**config.mk**
```make
export PLATFORM = sky130hd
export DESIGN_NAME = xop_out_port
export DESIGN_NICKNAME = d
export VERILOG_FILES = /design/src/rtl/xop_pkg.sv /design/src/rtl/xop_rr_arb.sv /design/src/rtl/xop_xor_fab.sv /design/src/rtl/xop_ctrl.sv /design/src/rtl/xop_out_port.sv
export SDC_FILE = /design/constraint.sdc
export NUM_CORES = 1
export LEC_CHECK = 0
export CORE_AREA = 2 2 159 161
export DETAILED_ROUTE_END_ITERATION = 10
export DIE_AREA = 0 0 161 163
export PLACE_DENSITY = 0.66
export SYNTH_ARGS = -nofsm -noshare
export SYNTH_HDL_FRONTEND = slang
export SYNTH_HIERARCHICAL = 1
export SYNTH_SLANG_ARGS = --single-unit
export TNS_END_PERCENT = 100
```
**constraint.sdc**
```tcl
create_clock -name clk_i -period 6.06 [get_ports clk_i]
set_input_delay 1.212 -clock clk_i [delete_from_list [all_inputs] [get_ports clk_i]]
set_output_delay 1.212 -clock clk_i [all_outputs]
set_load 0.01 [all_outputs]
```
**src/rtl/xop_pkg.sv**
```systemverilog
package xop_pkg;
  typedef enum logic {HOLD_FREE = 1'b0, HOLD_BUSY = 1'b1} hold_e;

  function automatic int unsigned idx_bits(input int unsigned n);
    return (n > 1) ? $clog2(n) : 1;
  endfunction
endpackage

```
**src/rtl/xop_rr_arb.sv**
```systemverilog
module xop_rr_arb #(
  parameter int unsigned N_PORTS = 5,
  parameter int unsigned IDX_W   = 3
) (
  input  logic [N_PORTS-1:0] req_i,
  input  logic [IDX_W-1:0]   ptr_i,
  output logic [N_PORTS-1:0] gnt_o,
  output logic [IDX_W-1:0]   idx_o,
  output logic               any_o
);
  int unsigned         pos;
  logic [IDX_W-1:0]    cand;

  always_comb begin
    gnt_o = '0;
    idx_o = '0;
    any_o = 1'b0;
    pos   = 0;
    cand  = '0;
    for (int unsigned k = 0; k < N_PORTS; k++) begin
      pos  = (int'(ptr_i) + k) % N_PORTS;
      cand = IDX_W'(pos);
      if (!any_o && req_i[cand]) begin
        any_o       = 1'b1;
        gnt_o[cand] = 1'b1;
        idx_o       = cand;
      end
    end
  end
endmodule

```
**src/rtl/xop_xor_fab.sv**
```systemverilog
module xop_xor_fab #(
  parameter int unsigned N_PORTS = 5,
  parameter int unsigned FLIT_W  = 64
) (
  input  logic [N_PORTS*FLIT_W-1:0] flit_i,
  input  logic [N_PORTS-1:0]        sel_i,
  output logic [FLIT_W-1:0]         data_o
);
  logic [FLIT_W-1:0] lane [N_PORTS];

  for (genvar g = 0; g < N_PORTS; g++) begin : g_lane
    assign lane[g] = sel_i[g] ? flit_i[g*FLIT_W +: FLIT_W] : '0;
  end

  always_comb begin
    data_o = '0;
    for (int unsigned k = 0; k < N_PORTS; k++) data_o ^= lane[k];
  end
endmodule

```
**src/rtl/xop_ctrl.sv**
```systemverilog
module xop_ctrl
  import xop_pkg::*;
#(
  parameter int unsigned N_PORTS = 5,
  parameter int unsigned IDX_W   = 3
) (
  input  logic               clk_i,
  input  logic               rst_ni,
  input  logic [N_PORTS-1:0] req_i,
  input  logic [N_PORTS-1:0] last_i,
  input  logic [N_PORTS-1:0] gnt_i,
  input  logic [IDX_W-1:0]   idx_i,
  input  logic               any_i,
  output logic [N_PORTS-1:0] elig_o,
  output logic [IDX_W-1:0]   ptr_o
);
  hold_e              hold_q;
  logic [IDX_W-1:0]   own_q;
  logic [N_PORTS-1:0] pend_q;
  logic [IDX_W-1:0]   ptr_q;

  assign ptr_o = ptr_q;

  // locked: owner only; draining: pending members only; else everyone
  always_comb begin
    elig_o = '0;
    if (hold_q == HOLD_BUSY)  elig_o[own_q] = req_i[own_q];
    else if (|pend_q)         elig_o = req_i & pend_q;
    else                      elig_o = req_i;
  end

  always_ff @(posedge clk_i or negedge rst_ni) begin
    if (!rst_ni) begin
      hold_q <= HOLD_FREE;
      own_q  <= '0;
      pend_q <= '0;
      ptr_q  <= '0;
    end else if (hold_q == HOLD_BUSY) begin
      if (gnt_i[own_q] && last_i[own_q]) hold_q <= HOLD_FREE;
    end else if (any_i) begin
      pend_q <= elig_o & ~gnt_i;
      ptr_q  <= (idx_i == IDX_W'(N_PORTS-1)) ? '0 : idx_i + 1'b1;
      if (!last_i[idx_i]) begin
        hold_q <= HOLD_BUSY;
        own_q  <= idx_i;
      end
    end
  end
endmodule

```
**src/rtl/xop_out_port.sv**
```systemverilog
module xop_out_port #(
  parameter int unsigned N_PORTS = 5,
  parameter int unsigned FLIT_W  = 64,
  localparam int unsigned IDX_W  = xop_pkg::idx_bits(N_PORTS)
) (
  input  logic                      clk_i,
  input  logic                      rst_ni,
  input  logic [N_PORTS-1:0]        req_i,
  input  logic [N_PORTS-1:0]        last_i,
  input  logic [N_PORTS*FLIT_W-1:0] flit_i,
  output logic                      valid_o,
  output logic                      coded_o,
  output logic [IDX_W-1:0]          win_o,
  output logic [N_PORTS-1:0]        gnt_o,
  output logic [FLIT_W-1:0]         flit_o
);
  logic [N_PORTS-1:0] elig;
  logic [IDX_W-1:0]   ptr;
  logic               any;

  xop_ctrl #(.N_PORTS(N_PORTS), .IDX_W(IDX_W)) u_ctrl (
    .clk_i  (clk_i),
    .rst_ni (rst_ni),
    .req_i  (req_i),
    .last_i (last_i),
    .gnt_i  (gnt_o),
    .idx_i  (win_o),
    .any_i  (any),
    .elig_o (elig),
    .ptr_o  (ptr)
  );

  xop_rr_arb #(.N_PORTS(N_PORTS), .IDX_W(IDX_W)) u_arb (
    .req_i (elig),
    .ptr_i (ptr),
    .gnt_o (gnt_o),
    .idx_o (win_o),
    .any_o (any)
  );

  xop_xor_fab #(.N_PORTS(N_PORTS), .FLIT_W(FLIT_W)) u_fab (
    .flit_i (flit_i),
    .sel_i  (elig),
    .data_o (flit_o)
  );

  assign valid_o = any;
  assign coded_o = |(elig & (elig - 1'b1));
endmodule

```
==> flow_summary.toml, run 1 <==
[placed_design]
dp_hpwl_um = 26200
gp_congestion = 0.904
io_buffers = 405

[detailed_routing]
drcViolationCount = 0
via_count = 7676
wl_per_cell_um = 19.7
wl_um = 31900
viasPerCell = 4.73
drt_iter0_markers = 485
antenna_left = 0
first_pass_iters = 5

[pwr]
peakVddDrop_v = 0.000855
p_int_uw = 3370
p_leak_uw = 0.00487
power.switching_uw = 3370
netSwitchingFraction_pct = 50.0
pwr-share-seq_pct = 2.8
clockPowerShare_pct = 2.0
combinationalPowerShare_pct = 95.2
cellPowerDensity_nw_per_um2 = 594

[global_routing]
grt_overflow = 0
antenna_found_initial = 7
grt_pass1_wl_um = 44900
grt_pass1_vias = 7250
grt_max_degree = 67
grt_use_total_pct = 22.5

[sta]
report.final.hold_viol_count = 0
setup_viol = 0
fin_skew_ns = 0.00227
fmax_mhz = 171
tightest_slew_ns = 0.830
fin_tns_setup_ns = 0
timing.final.crit_share_pct = 96.6
drv_slew = 0
timing.final.crit_period_ns = 5.85
slew_headroom_pct = 44.7

[synthesis]
synth_cell_types = 81
syn_avg_cell_area_um2 = 7.49
ys_warn_count = 6
ys_ff_latch = 12
synth_area_um2 = 6660
synth_top_flop_cell = "dfrtp_1"
postSynthCellCount = 889
ys_async_sr_fraction_pct = 100
synth-edff-count = 0
yosysSeqAreaShare_pct = 4.51
syn_nets = 1244

[cells_and_area]
drive_gt1_share_pct = 6.37
final_core_util_pct = 46.0
num-nets-final = 1643
area_growth_pct = 70.2

[worst_setup_path]
rrSetupSlack_ns = 0.70
path_max_fanout = 25
cp_slowest_cell = "or4_4"
start_kind = "flop"
arrival_ns = 4.64
crit_top_cell = "ha_1"
crit_path_max_incr_delay_ns = 0.56
critical_path_class = "flop to output pin"
cp_cell_sequence = "buf_6, ha_1, xor2_2, inv_2, ha_1, inv_1, ha_1, nand2b_1, o211a_1, a311oi_1, mux2_2, a2111oi_4, or3_4, or4_4, nand3_1, clkdlybuf4s50_1"
worstPathRequired_ns = 4.85
endpoint_kind = "output pin"

[cts]
clk-insertion-delay-late_ns = 0.24
cts_root_buf = "clkbuf_16"
cts_buffers = 3
htree_levels = 1
cts_sinks = 12
cts_tree = "yes"
cts_buffer_depth = 2
hold_buffers = 0
clkTransAtPathRegs_ns = 0.04

[floorplan]
coreArea_um2 = 24700
die_width_um = 161
row_count = 58
die_h_um = 163
start_util_pct = 27.0
pin_count = 406
dieArea_um2 = 26200

[run_status]
status = "completed"

[job]
max_cap_viol_count = 0

[min_path]
holdCritPathClass = "flop to flop"
[path summary, 6_finish.rpt]
path | cells after the start | endpoint | startpoint
min in group asynchronous | 1 | u_ctrl/pend_q[2] | rst_ni
setup / recovery | 16 | win_o[1] | u_ctrl/ptr_o[0]
hold / removal | 2 | u_ctrl/pend_q[4] | u_ctrl/pend_q[4]
hold reg to reg | 2 | u_ctrl/pend_q[4] | u_ctrl/pend_q[4]
max in group asynchronous | 1 | u_ctrl/ptr_o[2] | rst_ni
setup reg to reg | 19 | u_ctrl/own_q[1] | u_ctrl/ptr_o[0]
[metal layers]
layer,GRT usage [%],vias to the layer above,wire (um),share of wire [%]
met5,0,-,24,0.075
met2,36.4,316,14600,46
li1,-,3810,-,-
met4,3.41,4,372,1.2
met3,9.40,26,3610,11
met1,28.5,3520,13300,42
[through the flow]
| step | instance area (um2) | worst slack [ns] | cells | hold WS (ns) | power (uW) |
|---|---|---|---|---|---|
| 2_1_floorplan | 6670 | 0.0716 | 889 | 0.533 | 3880 |
| 3_3_place_gp | 11200 | 0.139 | 1610 | 0.561 | 6460 |
| 3_5_place_dp | 11200 | 0.0347 | 1610 | 0.566 | 6450 |
| 4_1_cts | 11300 | 0.0257 | 1614 | 0.575 | 6670 |
| 5_1_grt | 11300 | -0.0169 | 1621 | 0.608 | 7240 |
| 6_report | 11300 | 0.206 | 1622 | 0.577 | 6740 |
[cell type report]
cell class                      instances  area [um2]
Antenna cell                            5        12.5
Clock buffer                            4        88.8
Fill cell                            2423       13300
Inverter                               22        82.6
Multi-Input combinational cell        805        6080
Sequential cell                        12         302
Tap cell                              330         413
Timing Repair Buffer                  444        4360
[critical path: cells and delay by family (launching register included)]
kind	cells	cell delay, ns
simple gates	4	1.31
flops	1	0.35
xor+xnor	1	0.31
buf+inv	4	0.96
mux	1	0.21
fa+ha+maj	3	0.73
compound gates	3	0.51
[cells in the final DEF (no fill, tap or decap), drive strengths merged, types with 4 or more instances in the layout]
cell and instances:
dlymetal6s2s 4, dfrtp 12, mux2 7, o21a 4, buf 39, or3 8, a211oi 4, xnor2 135
diode 5, mux2i 12, clkdlybuf4s50 401, nor4 9, nand4 7, o31ai 8, nand2b 9, inv 22
a21oi 16, o22a 4, nor3 12, xnor3 64, o211ai 5, a221oi 4, ha 23, and3 8
nand2 343, nand3 6, o22ai 5, nor2 23, o31a 5, clkbuf 4, a21o 4, o21ai 21
[cells in the mapped netlist, types with 11 or more instances]
cell type	count	area [um2]
dfrtp_1	12	300
inv_1	20	75.1
ha_1	23	288
nor2_1	22	82.6
a21oi_1	14	70.1
o21ai_0	11	55.1
nor3_1	11	55.1
buf_2	30	150
xnor3_1	64	1440
nand2_1	343	1290
mux2i_1	12	120
xnor2_1	134	1170
[cell families after synthesis]
logic type,count (synthesis),share of synthesized area (%)
AND/OR/NAND/NOR,446,28.6
XOR/XNOR,201,39.9
AO/OA/AOI/OAI,114,13.4
buffers and inverters,72,5.75
adder cells (fa/ha/maj),24,4.49
multiplexers,20,3.44
flip-flops,12,4.51
[power groups by stage]
| stage | Clock, uW | Combinational [uW] | Sequential, uW |
|---|---|---|---|
| floorplan | 0 | 3730 | 150 |
| global placement | 0 | 6270 | 188 |
| detailed placement | 0 | 6260 | 187 |
| CTS | 138 | 6350 | 187 |
| global route | 143 | 6900 | 197 |
| finish | 136 | 6410 | 190 |
[flip-flops by register name, summed over array words and instances (netlist names)]
signal	flops
u_ctrl/pend_q	5
u_ctrl/own_q	3
u_ctrl/ptr_o	3
u_ctrl/hold_q	1
[what timing repair did]
action,in CTS,in global routing
pin swaps,0,2
resized for setup,2,10
buffers inserted,0,3
endpoints found under the setup margin,8,8
Note: power is estimated with default switching activity, not from simulation.
==> run 2: changes to the inputs <==
--- a/config.mk
+++ b/config.mk
@@ -13,4 +13,3 @@
 export SYNTH_HDL_FRONTEND = slang
 export SYNTH_HIERARCHICAL = 1
 export SYNTH_SLANG_ARGS = --single-unit
-export TNS_END_PERCENT = 100
==> results of run 2 <==
The final DEF is identical to that of run 1; final timing and power are the same.
